$ cat src/rtl/sram_port_pkg.sv
package sram_port_pkg;

    localparam int ADDR_W    = 15;
    localparam int DATA_W    = 8;
    localparam int BANK_W    = 2;
    localparam int CODE_W    = 4;
    localparam int NUM_BANKS = 1 << BANK_W;
    localparam int WORD_W    = 32;
    localparam logic [CODE_W-1:0] VALID_CODE = CODE_W'(4);

    // Field order is bit-exact: the host packs the word this way.
    typedef struct packed {
        logic              busy;
        logic              rsvd;
        logic [BANK_W-1:0] bank;
        logic [CODE_W-1:0] code;
        logic [DATA_W-1:0] data;
        logic              rd;
        logic [ADDR_W-1:0] addr;
    } cmd_word_t;

    typedef enum logic [1:0] {
        ST_IDLE,
        ST_SETUP,
        ST_ACCESS,
        ST_HOLD
    } seq_state_t;

    function automatic logic cmd_is_valid(cmd_word_t c);
        return c.code == VALID_CODE;
    endfunction

endpackage

$ cat src/rtl/sram_cmd_reg.sv
module sram_cmd_reg
    import sram_port_pkg::*;
(
    input  logic              clk,
    input  logic              rst,
    input  logic              wr_en,
    input  cmd_word_t         wr_word,
    input  logic              done,
    input  logic [DATA_W-1:0] rd_byte,
    output logic              accept,
    output cmd_word_t         cur
);

    cmd_word_t nxt;

    assign accept = wr_en && !cur.busy && cmd_is_valid(wr_word);

    always_comb begin
        nxt = cur;
        if (accept) begin
            nxt      = wr_word;
            nxt.busy = 1'b1;
            nxt.rsvd = 1'b0;
        end else if (done) begin
            nxt.busy = 1'b0;
            if (cur.rd) begin
                nxt.data = rd_byte;
            end
        end
    end

    always_ff @(posedge clk) begin
        if (rst) begin
            cur <= '0;
        end else begin
            cur <= nxt;
        end
    end

endmodule

$ cat src/rtl/sram_seq.sv
module sram_seq
    import sram_port_pkg::*;
#(
    parameter int WAIT_CYC = 3
) (
    input  logic              clk,
    input  logic              rst,
    input  logic              start,
    input  logic              is_rd,
    input  logic [DATA_W-1:0] dq_i,
    output seq_state_t        state,
    output logic              done,
    output logic [DATA_W-1:0] rd_byte
);

    localparam int CNT_W = $clog2(WAIT_CYC + 1);

    logic [CNT_W-1:0] cnt;

    assign done = (state == ST_HOLD);

    always_ff @(posedge clk) begin
        if (rst) begin
            state   <= ST_IDLE;
            cnt     <= '0;
            rd_byte <= '0;
        end else begin
            case (state)
                ST_IDLE: begin
                    if (start) begin
                        state <= ST_SETUP;
                    end
                end
                ST_SETUP: begin
                    cnt   <= CNT_W'(WAIT_CYC - 1);
                    state <= ST_ACCESS;
                end
                ST_ACCESS: begin
                    if (cnt == '0) begin
                        state <= ST_HOLD;
                        if (is_rd) begin
                            rd_byte <= dq_i;
                        end
                    end else begin
                        cnt <= cnt - 1'b1;
                    end
                end
                default: begin
                    state <= ST_IDLE;
                end
            endcase
        end
    end

endmodule

$ cat src/rtl/sram_bank_dec.sv
module sram_bank_dec #(
    parameter int NUM_BANKS = 4
) (
    input  logic                         active,
    input  logic [$clog2(NUM_BANKS)-1:0] bank,
    output logic [NUM_BANKS-1:0]         ce_n
);

    localparam int SEL_W = $clog2(NUM_BANKS);

    for (genvar g = 0; g < NUM_BANKS; g++) begin : g_ce
        assign ce_n[g] = !(active && (bank == SEL_W'(g)));
    end

endmodule

$ cat src/rtl/sram_cmd_port.sv
module sram_cmd_port
    import sram_port_pkg::*;
#(
    parameter int WAIT_CYC = 3
) (
    input  logic                 clk,
    input  logic                 rst,
    input  logic                 cmd_wr,
    input  logic [WORD_W-1:0]    cmd_wdata,
    output logic [WORD_W-1:0]    cmd_rdata,
    output logic [ADDR_W-1:0]    sram_addr,
    output logic [DATA_W-1:0]    sram_dq_o,
    output logic                 sram_dq_oe,
    input  logic [DATA_W-1:0]    sram_dq_i,
    output logic [NUM_BANKS-1:0] sram_ce_n,
    output logic                 sram_oe_n,
    output logic                 sram_we_n
);

    cmd_word_t         cur;
    logic              accept;
    logic              done;
    logic [DATA_W-1:0] rd_byte;
    seq_state_t        state;
    logic              active;

    sram_cmd_reg u_reg (
        .clk     (clk),
        .rst     (rst),
        .wr_en   (cmd_wr),
        .wr_word (cmd_word_t'(cmd_wdata)),
        .done    (done),
        .rd_byte (rd_byte),
        .accept  (accept),
        .cur     (cur)
    );

    sram_seq #(.WAIT_CYC(WAIT_CYC)) u_seq (
        .clk     (clk),
        .rst     (rst),
        .start   (accept),
        .is_rd   (cur.rd),
        .dq_i    (sram_dq_i),
        .state   (state),
        .done    (done),
        .rd_byte (rd_byte)
    );

    assign active = (state != ST_IDLE);

    sram_bank_dec #(.NUM_BANKS(NUM_BANKS)) u_dec (
        .active (active),
        .bank   (cur.bank),
        .ce_n   (sram_ce_n)
    );

    assign cmd_rdata  = cur;
    assign sram_addr  = cur.addr;
    assign sram_dq_o  = cur.data;
    assign sram_dq_oe = active && !cur.rd;
    assign sram_oe_n  = !(active && cur.rd);
    assign sram_we_n  = !((state == ST_ACCESS) && !cur.rd);

endmodule

$ cat config.mk
export PLATFORM = sky130hd
export DESIGN_NAME = sram_cmd_port
export DESIGN_NICKNAME = d
export VERILOG_FILES = /design/src/rtl/sram_port_pkg.sv /design/src/rtl/sram_cmd_reg.sv /design/src/rtl/sram_seq.sv /design/src/rtl/sram_bank_dec.sv /design/src/rtl/sram_cmd_port.sv
export SDC_FILE = /design/constraint.sdc
export NUM_CORES = 1
export LEC_CHECK = 0
export ABC_AREA = 1
export BUFFER_PORTS_ARGS = -buffer_cell sky130_fd_sc_hd__buf_2
export CAP_MARGIN = 10
export CELL_PAD_IN_SITES_DETAIL_PLACEMENT = 1
export CELL_PAD_IN_SITES_GLOBAL_PLACEMENT = 2
export CORE_MARGIN = 5
export CORE_UTILIZATION = 26
export DETAILED_ROUTE_END_ITERATION = 16
export GPL_TIMING_DRIVEN = 0
export PLACE_DENSITY = 0.95
export SKIP_CTS_REPAIR_TIMING = 1
export SLEW_MARGIN = 25
export SYNTH_ARGS = -nofsm -noshare
export SYNTH_HDL_FRONTEND = slang
export SYNTH_HIERARCHICAL = 1
export SYNTH_SLANG_ARGS = --single-unit
$ cat constraint.sdc
create_clock -name clk -period 2.41 [get_ports clk]
set_clock_uncertainty 0.2 [all_clocks]
set_input_delay 0.241 -clock clk [delete_from_list [all_inputs] [get_ports clk]]
set_output_delay 0.241 -clock clk [all_outputs]
set_load 0.05 [all_outputs]
==> results.sh, run 1 <==
export IMPL_status="finished, violations left"
export IMPL_failed_checks="hold timing"
export IMPL_grt_max_degree=15
export IMPL_share_seq_of_total_power_pct=39.7
export IMPL_pre_cts_slack_ns=0.617
export IMPL_die_y_um=102
export IMPL_hold_violations=5
export IMPL_clockRootBuffer="clkbuf_8"
export IMPL_ir_drop_mv=0.433
export IMPL_syn_inst=288
export IMPL_yosys_warnings=6
export IMPL_port_buffer_count=101
export IMPL_antenna_found_initial=0
export IMPL_startpoint_type="flip-flop"
export IMPL_htree_num_levels=2
export IMPL_min_to="u_reg/cur[3]"
export IMPL_setup_tns_final_ns=0
export IMPL_layout_area_overhead_vs_synth_pct=40.8
export IMPL_clk_pin_slew_ns=0.09
export IMPL_seq_area_frac_synth_pct=39.4
export IMPL_wire_per_inst_um=12.6
export IMPL_final_common_cell="buf_2"
export IMPL_core_area_mm2=0.00822
export IMPL_worstSetupPathType="reg -> out"
export IMPL_rsz0062_at_grt="false"
export IMPL_min_path_cells=3
export IMPL_synth_top_family_by_area="simple AND/OR/NAND/NOR gates"
export IMPL_drc_errors=0
export IMPL_power_mw=1.98
export IMPL_postRouteAntennaNets=0
export IMPL_reg2reg_from="u_seq/state[1]"
export IMPL_cp_max_fo=9
export IMPL_cp_slowest_cell="dfxtp_1"
export IMPL_synthAdderAreaFrac_pct=4.01
export IMPL_chipWidth_um=102
export IMPL_dieArea_mm2=0.0103
export IMPL_grt_overflow_total=0
export IMPL_stdcell_area_mm2=0.00307
export IMPL_cts_tree="yes"
export IMPL_layout_common_cells="buf_2 (105), nand2_1 (73), dfxtp_1 (43)"
export IMPL_p_sw_share_pct=36.0
export IMPL_r2r_end="u_reg/cur[18]"
export IMPL_net_switching_power_mw=0.712
export IMPL_whs_ns=-0.0143
export IMPL_drtPass1Iterations=4
export IMPL_dpl_cell_area_mm2=0.00282
export IMPL_reg2regPathDepth=7
export IMPL_final_util_pct=37.4
export IMPL_max_freq_ghz=0.535
export IMPL_reg2reg_slack_ns=0.57
export IMPL_dp_hpwl_um=5040
export IMPL_start_util_pct=26.6
export IMPL_min_delay_start="cmd_wdata[3]"
export IMPL_yosys_area_share_simple_pct=28.7
export IMPL_ys_ff_latch=43
export IMPL_viasPerCell=4.27
export IMPL_grt_pass1_wl_um=10000
export IMPL_ios=105
export IMPL_vias=2201
export IMPL_cpPeakStageDelay_ns=0.41
export IMPL_rows=33
export IMPL_crit_required_ns=1.97
export IMPL_drive_gt1_share_pct=37.7
export IMPL_routabilityCongestion=0.777
export IMPL_cp_data_arrival_time_ns=1.43
export IMPL_p_clk_share_pct=28.7
export IMPL_synth_compound_gate_area_share_pct=9.35
export IMPL_clockBufferDepth=2
export IMPL_clock_sinks=43
export IMPL_grt_pass1_vias=2111
export IMPL_cp_end_kind="primary output"
export IMPL_power_density_mw_per_mm2=644
export IMPL_synth_distinct_cells=25
export IMPL_numCtsBuffers=5
export IMPL_timing_final_crit_share_pct=77.5
export IMPL_syn_avg_cell_area_um2=7.58
export IMPL_grt_util_all_layers_pct=12.1
export IMPL_wirelength_um=6510
export IMPL_leakage_nw=1.60
export IMPL_synth_area_mm2=0.00218
export IMPL_nets=460
export IMPL_crit_chain="nor2_1, inv_1, nand3_1, buf_2"
export IMPL_synth_xor_area_share_pct=0
export IMPL_pwr_share_comb_pct=31.6
export IMPL_period_needed_ns=1.87
export IMPL_clk_latency_ns=0.29
export IMPL_internal_power_mw=1.27
export IMPL_cap_violations=0
export IMPL_drv_slew=0
export IMPL_drt_iter0_markers=36
export IMPL_synthMuxAreaShare_pct=0
export IMPL_setup_viol=0
export IMPL_syn_nets=338
export IMPL_diodes=0
export IMPL_hold_class="in -> reg"
export IMPL_worst_slack_ns=0.541
==> critical path: cells and delay by family (launching register included) <==
family	cells	cell delay, ns
and+or+nand+nor	2	0.34
DFF	1	0.41
buffers and inverters	2	0.38
==> final cells by class <==
class	instances	area, µm²
plain buffers	38	292
clock inverters	3	43.8
multi-input cells	178	921
clock buffers	5	68.8
inverters	29	109
repair buffers	115	646
flip-flops and latches	43	861
well taps	105	131
fillers	1050	5140
==> power by group through the flow <==
stage	combinational, mW	sequential (mW)	clock [mW]
finish	0.626	0.786	0.568
detailed placement	0.612	0.802	0
global route	0.702	0.792	0.630
CTS	0.616	0.786	0.595
floorplan	0.440	0.817	0
global placement	0.589	0.798	0
==> routing by layer <==
metal  GRT usage (%)  vias to the layer above  share of wire [%]
met2            21.4                       58                 51
met1            14.7                     1000                 42
met4            3.99                        0                1.1
met3            2.48                        4                5.7
li1                -                     1139                  -
met5               0                        -                  0
==> synth_stat cells <==
cell | number | share of area, %
nor2_1 | 17 | 2.9
inv_1 | 26 | 4.5
o21a_1 | 1 | 0.34
nand3_4 | 1 | 0.80
nand3b_1 | 10 | 3.4
nand2_1 | 73 | 13
buf_6 | 7 | 3.6
clkbuf_1 | 2 | 0.34
nand2_4 | 1 | 0.52
nand2_2 | 1 | 0.29
o21ai_0 | 9 | 2.1
nand3_2 | 1 | 0.46
buf_2 | 4 | 0.92
ha_1 | 7 | 4.0
buf_4 | 24 | 8.3
nor2_4 | 2 | 1.0
a21oi_2 | 1 | 0.40
nand4_1 | 16 | 4.6
dfxtp_1 | 43 | 39
a21boi_0 | 1 | 0.34
inv_2 | 3 | 0.52
clkbuf_2 | 1 | 0.23
nand3_1 | 9 | 2.1
conb_1 | 1 | 0.17
a21oi_1 | 27 | 6.2
==> sequential cells by signal, indices dropped and copies added (netlist names) <==
| register | flops |
|---|---|
| u_reg/cur | 31 |
| u_seq/rd_byte | 8 |
| u_seq/cnt | 2 |
| u_seq/state | 2 |
==> through the flow <==
step / std cells / hold WS, ns
floorplan: 288 / 0.184
global placement: 494 / 0.238
detailed placement: 494 / 0.245
CTS: 502 / -0.0317
global route: 516 / 0.00472
finish: 516 / -0.0143
==> worst max-delay path by stage <==
stage / depth (start not counted) / startpoint / to
2_1_floorplan: 1 / u_seq/state[1] / sram_oe_n
3_3_place_gp: 7 / u_seq/state[1] / u_reg/cur[17]
3_5_place_dp: 7 / u_seq/state[1] / u_reg/cur[18]
4_1_cts: 4 / u_seq/state[1] / sram_ce_n[1]
5_1_grt: 7 / u_seq/state[1] / u_reg/cur[18]
6_report: 4 / u_seq/state[1] / sram_ce_n[1]
==> logic make-up after synthesis <==
logic type / after synthesis
compound gates: 39
fa+ha+maj: 7
flops: 43
buf+inv: 67
other cells: 1
simple gates: 131
No activity file was read; power rests on OpenSTA's default activity.
==> run 2, diff against run 1 <==
--- a/config.mk
+++ b/config.mk
@@ -11,10 +11,10 @@
 export CELL_PAD_IN_SITES_DETAIL_PLACEMENT = 1
 export CELL_PAD_IN_SITES_GLOBAL_PLACEMENT = 2
 export CORE_MARGIN = 5
-export CORE_UTILIZATION = 26
+export CORE_UTILIZATION = 24
 export DETAILED_ROUTE_END_ITERATION = 16
 export GPL_TIMING_DRIVEN = 0
-export PLACE_DENSITY = 0.95
+export PLACE_DENSITY = 0.91
 export SKIP_CTS_REPAIR_TIMING = 1
 export SLEW_MARGIN = 25
 export SYNTH_ARGS = -nofsm -noshare
==> constraint.sdc (replaced) <==
create_clock -name clk -period 1.85 [get_ports clk]
set_clock_uncertainty 0.2 [all_clocks]
set_input_delay 0.185 -clock clk [delete_from_list [all_inputs] [get_ports clk]]
set_output_delay 0.185 -clock clk [all_outputs]
set_load 0.05 [all_outputs]
==> run 2 against run 1 <==
- the flow now finishes without violations
- hold slack improved by 0.031 ns
- critical path type unchanged
- cell area is 3.3% higher
- clock power is 3.7% higher
- combinational power increased by 34%
- worst setup slack got worse by 0.36 ns
- routed wire length increased by 4.9%
==> results.sh, run 2 (synthesized netlist as in run 1, its figures left out) <==
export IMPL_hold_violations=0
export IMPL_top_register="u_reg/cur"
export IMPL_worst_slack_ns=0.181
export IMPL_final_fill_count=1117
export IMPL_routabilityCongestion=0.734
export IMPL_clk_pin_slew_ns=0.09
export IMPL_leakage_nw=1.64
export IMPL_wirelength_um=6830
export IMPL_startpoint_type="flip-flop"
export IMPL_final_common_cell="buf_2"
export IMPL_slew_headroom_pct=64.6
export IMPL_drv_slew=0
export IMPL_crit_required_ns=1.46
export IMPL_status="finished, final reports clean"
export IMPL_pre_cts_slack_ns=0.0565
export IMPL_grt_pass1_wl_um=10600
export IMPL_largest_register_ffs=31
export IMPL_wire_per_inst_um=12.9
export IMPL_tightestPinTransition_ns=0.531
export IMPL_chipWidth_um=105
export IMPL_drtPass1Iterations=4
export IMPL_grt_overflow_total=0
export IMPL_setup_tns_final_ns=0
export IMPL_setup_viol=0
export IMPL_timing_final_crit_share_pct=90.2
export IMPL_start_util_pct=24.8
export IMPL_ios=105
export IMPL_htree_num_levels=2
export IMPL_power_density_mw_per_mm2=774
export IMPL_crit_chain="nor2_1, inv_1, nand3_1, buf_2"
export IMPL_drive_gt1_share_pct=36.9
export IMPL_die_y_um=105
export IMPL_rows=34
export IMPL_cap_violations=0
export IMPL_period_needed_ns=1.67
export IMPL_antenna_found_initial=0
export IMPL_cp_slowest_cell="dfxtp_4"
export IMPL_port_buffer_count=101
export IMPL_clk_latency_ns=0.29
export IMPL_nets=472
export IMPL_hold_class="in -> reg"
export IMPL_worstSetupPathType="reg -> out"
export IMPL_clockBufferDepth=2
export IMPL_grt_max_degree=14
export IMPL_ir_drop_mv=0.456
export IMPL_cp_data_arrival_time_ns=1.28
export IMPL_cts_tree="yes"
export IMPL_whs_ns=0.0171
export IMPL_layout_common_cells="buf_2 (105), nand2_1 (73), dfxtp_1 (41)"
export IMPL_viasPerCell=4.28
export IMPL_cp_end_kind="primary output"
export IMPL_drc_errors=0
export IMPL_dieArea_mm2=0.0111
export IMPL_numCtsBuffers=5
export IMPL_clockRootBuffer="clkbuf_8"
export IMPL_drt_iter0_markers=75
export IMPL_grt_pass1_vias=2277
export IMPL_postRouteAntennaNets=0
export IMPL_core_area_mm2=0.00881
export IMPL_grt_util_all_layers_pct=11.7
export IMPL_path_delay_family="flip-flops"
export IMPL_power_mw=2.46
export IMPL_layout_area_overhead_vs_synth_pct=45.4
export IMPL_crit_buf_inv=2
export IMPL_rsz0062_at_grt="false"
export IMPL_reg_largest_list="u_reg/cur x31, u_seq/rd_byte x8"
export IMPL_cpPeakStageDelay_ns=0.39
export IMPL_stdcell_area_mm2=0.00317
export IMPL_clock_sinks=43
export IMPL_cp_max_fo=9
export IMPL_vias=2274
export IMPL_dp_hpwl_um=5250
export IMPL_diodes=0
export IMPL_dpl_cell_area_mm2=0.00282
export IMPL_max_freq_ghz=0.599
-- run 2: area by class of cell --
cell class | count | area [µm²] | share of cell area (%)
multi-input cells | 178 | 921 | 29.0
well taps | 108 | 135 | 4.26
plain buffers | 38 | 292 | 9.19
inverters | 29 | 109 | 3.43
repair buffers | 127 | 766 | 24.1
clock inverters | 2 | 12.5 | 0.394
clock buffers | 6 | 72.6 | 2.29
flip-flops and latches | 43 | 866 | 27.3
-- run 2: path summary, 6_finish.rpt --
kind | cells past startpoint | to | slack [ns] | from
max | 4 | sram_ce_n[1] | 0.18 | u_seq/state[1]
min | 4 | u_reg/cur[19] | 0.02 | rst
max reg2reg | 7 | u_reg/cur[17] | 0.23 | u_seq/state[0]
min reg2reg | 2 | u_reg/cur[25] | 0.25 | u_reg/cur[25]
-- run 2: tightest hold or removal path, delay by kind of cell --
kind | cells | cell delay, ns
buffers and inverters | 2 | 0.17
and+or+nand+nor | 2 | 0.10
-- run 2: power breakdown --
part	switching (mW)	internal [mW]	total [mW]
clock network	0.324	0.264	0.589
registers	0.0518	0.978	1.03
logic	0.541	0.296	0.837
total	0.917	1.54	2.46
-- run 2: layer usage --
metal  GRT usage [%]  vias to the layer above  share of wire (%)  routed length, µm
met5               0                        -                  0                  0
met4            3.66                        0               0.79                 54
met3            3.30                        2                5.0                344
met2            21.9                       57                 52               3550
met1            12.7                     1054                 42               2880
li1                -                     1161                  -                  -
-- run 2: stage by stage --
step                instances  util [%]
finish                    531      36.0
global route              531      36.0
CTS                       505      33.0
detailed placement        497      32.1
global placement          497      32.1
floorplan                 288         -
==> run 3, diff against run 2 <==
--- a/config.mk
+++ b/config.mk
@@ -11,7 +11,7 @@
 export CELL_PAD_IN_SITES_DETAIL_PLACEMENT = 1
 export CELL_PAD_IN_SITES_GLOBAL_PLACEMENT = 2
 export CORE_MARGIN = 5
-export CORE_UTILIZATION = 24
+export CORE_UTILIZATION = 23
 export DETAILED_ROUTE_END_ITERATION = 16
 export GPL_TIMING_DRIVEN = 0
 export PLACE_DENSITY = 0.91
@@ -19,5 +19,4 @@
 export SLEW_MARGIN = 25
 export SYNTH_ARGS = -nofsm -noshare
 export SYNTH_HDL_FRONTEND = slang
-export SYNTH_HIERARCHICAL = 1
 export SYNTH_SLANG_ARGS = --single-unit
==> run 3 against run 2 <==
- the run now ends with hold timing left
- critical path depth rose by 1
- clock-buffer cell count did not move
- non-clock buffer count fell by 21
- flip-flop and latch count did not move
- hold slack got worse by 0.050 ns
- synthesized area fell by 8.9%
- core utilization fell by 3.2 points
- combinational power fell by 20%
- die area fell by 4.5%
- largest cell class is now flip-flops and latches
- highest routed layer unchanged
==> results.sh, run 3 <==
export IMPL_status="finished, violations left"
export IMPL_failed_checks="hold timing"
export IMPL_layout_area_overhead_vs_synth_pct=41.3
export IMPL_core_area_mm2=0.00855
export IMPL_yosys_warnings=0
export IMPL_drive_gt1_share_pct=38.4
export IMPL_drv_slew=0
export IMPL_dieArea_mm2=0.0106
export IMPL_postRouteAntennaNets=0
export IMPL_cp_end_kind="primary output"
export IMPL_top_register="u_reg.cur"
export IMPL_reg2reg_slack_ns=0.17
export IMPL_wire_per_inst_um=12.9
export IMPL_drc_errors=0
export IMPL_ys_ff_latch=43
export IMPL_hold_violations=14
export IMPL_final_util_pct=32.9
export IMPL_min_path_cells=3
export IMPL_ys_top_cells_by_area="dfxtp_1 (43%), o21ai_0 (9.6%), buf_4 (9.4%)"
export IMPL_synth_edf_count=0
export IMPL_cts_tree="yes"
export IMPL_reg_largest_list="u_reg.cur x31, u_seq.rd_byte x8"
export IMPL_viasPerCell=4.25
export IMPL_clock_sinks=43
export IMPL_worstSetupPathType="reg -> out"
export IMPL_r2r_end="u_seq.cnt[1]"
export IMPL_stdcell_area_mm2=0.00281
export IMPL_share_seq_of_total_power_pct=44.4
export IMPL_whs_ns=-0.0328
export IMPL_synth_distinct_cells=17
export IMPL_antenna_found_initial=0
export IMPL_synthArstFlopShare_pct=0
export IMPL_yosysTopAreaCellShare_pct=43.3
export IMPL_synth_top_area_cell="dfxtp_1"
export IMPL_ios=105
export IMPL_power_density_mw_per_mm2=805
export IMPL_grt_pass1_wl_um=9580
export IMPL_wirelength_um=6280
export IMPL_ir_drop_mv=0.302
export IMPL_drt_iter0_markers=33
export IMPL_synth_common_cells="dfxtp_1 (43), inv_1 (41), o21ai_0 (38)"
export IMPL_min_delay_start="cmd_wdata[28]"
export IMPL_nets=427
export IMPL_largest_register_ffs=31
export IMPL_die_y_um=103
export IMPL_startpoint_type="flip-flop"
export IMPL_final_fill_count=1094
export IMPL_dp_cells=472
export IMPL_cp_data_arrival_time_ns=1.36
export IMPL_diodes=0
export IMPL_dp_hpwl_um=5060
export IMPL_period_needed_ns=1.74
export IMPL_cp_max_fo=5
export IMPL_reg2reg_from="u_seq.state[0]"
export IMPL_numCtsBuffers=5
export IMPL_seq_area_frac_synth_pct=43.3
export IMPL_clockRootBuffer="clkbuf_8"
export IMPL_setup_viol=0
export IMPL_post_synth_top_count_cell="dfxtp_1"
export IMPL_routabilityCongestion=0.758
export IMPL_cap_violations=0
export IMPL_timing_final_crit_share_pct=94.2
export IMPL_p_clk_share_pct=26.1
export IMPL_min_to="u_reg.cur[28]"
export IMPL_rsz0062_at_grt="false"
export IMPL_net_switching_power_mw=0.819
export IMPL_port_buffer_count=101
export IMPL_leakage_nw=1.44
export IMPL_rows=34
export IMPL_layout_common_cells="buf_2 (99), dfxtp_1 (41), inv_1 (40)"
export IMPL_drtPass1Iterations=4
export IMPL_dpl_cell_area_mm2=0.00263
export IMPL_grt_overflow_total=0
export IMPL_ys_flop_type="dfxtp_1"
export IMPL_internal_power_mw=1.44
export IMPL_clk_latency_ns=0.29
export IMPL_p_sw_share_pct=36.2
export IMPL_startpoint="u_seq.state[0]"
export IMPL_start_util_pct=23.3
export IMPL_final_cell_count_no_fill=488
export IMPL_htree_num_levels=2
export IMPL_grt_util_all_layers_pct=11.6
export IMPL_synth_area_mm2=0.00199
export IMPL_chipWidth_um=103
export IMPL_grt_pass1_vias=1969
export IMPL_pwr_share_comb_pct=29.5
export IMPL_reg2regPathDepth=8
export IMPL_final_common_cell="buf_2"
export IMPL_syn_inst=263
export IMPL_syn_avg_cell_area_um2=7.56
export IMPL_hold_class="in -> reg"
export IMPL_clk_pin_slew_ns=0.08
export IMPL_max_freq_ghz=0.574
export IMPL_power_mw=2.26
export IMPL_crit_required_ns=1.46
export IMPL_syn_nets=311
export IMPL_clockBufferDepth=2
export IMPL_vias=2074
export IMPL_grt_max_degree=14
[run 3: logic make-up after synthesis]
family                     Yosys count  share of synthesized area (%)
DFF                                 43                           43.3
and+or+nand+nor                     67                           15.7
other                                1                          0.189
AOI/OAI and AO/OA                   69                           17.4
buffers and inverters               78                           20.3
adders and majority gates            5                           3.15
[run 3: final cells by class]
class / instances / area, µm² / share of cell area, %
inverters: 43 / 161 / 5.75
clock inverters: 2 / 12.5 / 0.445
plain buffers: 35 / 243 / 8.64
multi-input cells: 142 / 726 / 25.8
flip-flops and latches: 43 / 863 / 30.7
well taps: 108 / 135 / 4.81
clock buffers: 6 / 72.6 / 2.58
repair buffers: 109 / 596 / 21.2
[run 3: worst max path at each step]
stage	end	slack [ns]	depth (start not counted)
final	sram_ce_n[3]	0.11	5
after global routing	u_seq.cnt[1]	0.003	8
after CTS	sram_ce_n[3]	-0.03	5
after detailed placement	u_seq.rd_byte[6]	0.17	6
after global placement	u_reg.cur[18]	0.23	6
after floorplan	sram_dq_oe	0.19	3
[run 3: worst max-delay path, stage by stage, from the launching register on]
cell	delay, ns
dfxtp_2	0.34
inv_1	0.11
ha_2	0.24
inv_2	0.07
nand3_1	0.08
clkbuf_4	0.23
[run 3: power by group through the flow]
stage | Combinational [mW] | Clock (mW) | Sequential [mW]
floorplan | 0.416 | 0 | 1.06
global placement | 0.616 | 0 | 1.02
detailed placement | 0.643 | 0 | 1.02
CTS | 0.648 | 0.616 | 1.00
global route | 0.732 | 0.644 | 1.01
finish | 0.667 | 0.590 | 1.00
[run 3: routing by layer]
metal  share of wire (%)  up-vias  track usage (%)
li1                    -     1044                -
met1                  38      966             12.9
met2                  55       53             22.1
met3                 4.8       11             1.69
met4                 2.0        0             3.88
met5                   0        -                0
[run 3: per-stage QoR]
stage | setup TNS (ns) | setup WS (ns)
after floorplan | 0 | 0.185
after global placement | 0 | 0.225
after detailed placement | 0 | 0.171
after CTS | -0.106 | -0.0280
after global routing | 0 | 0.00310
final | 0 | 0.108
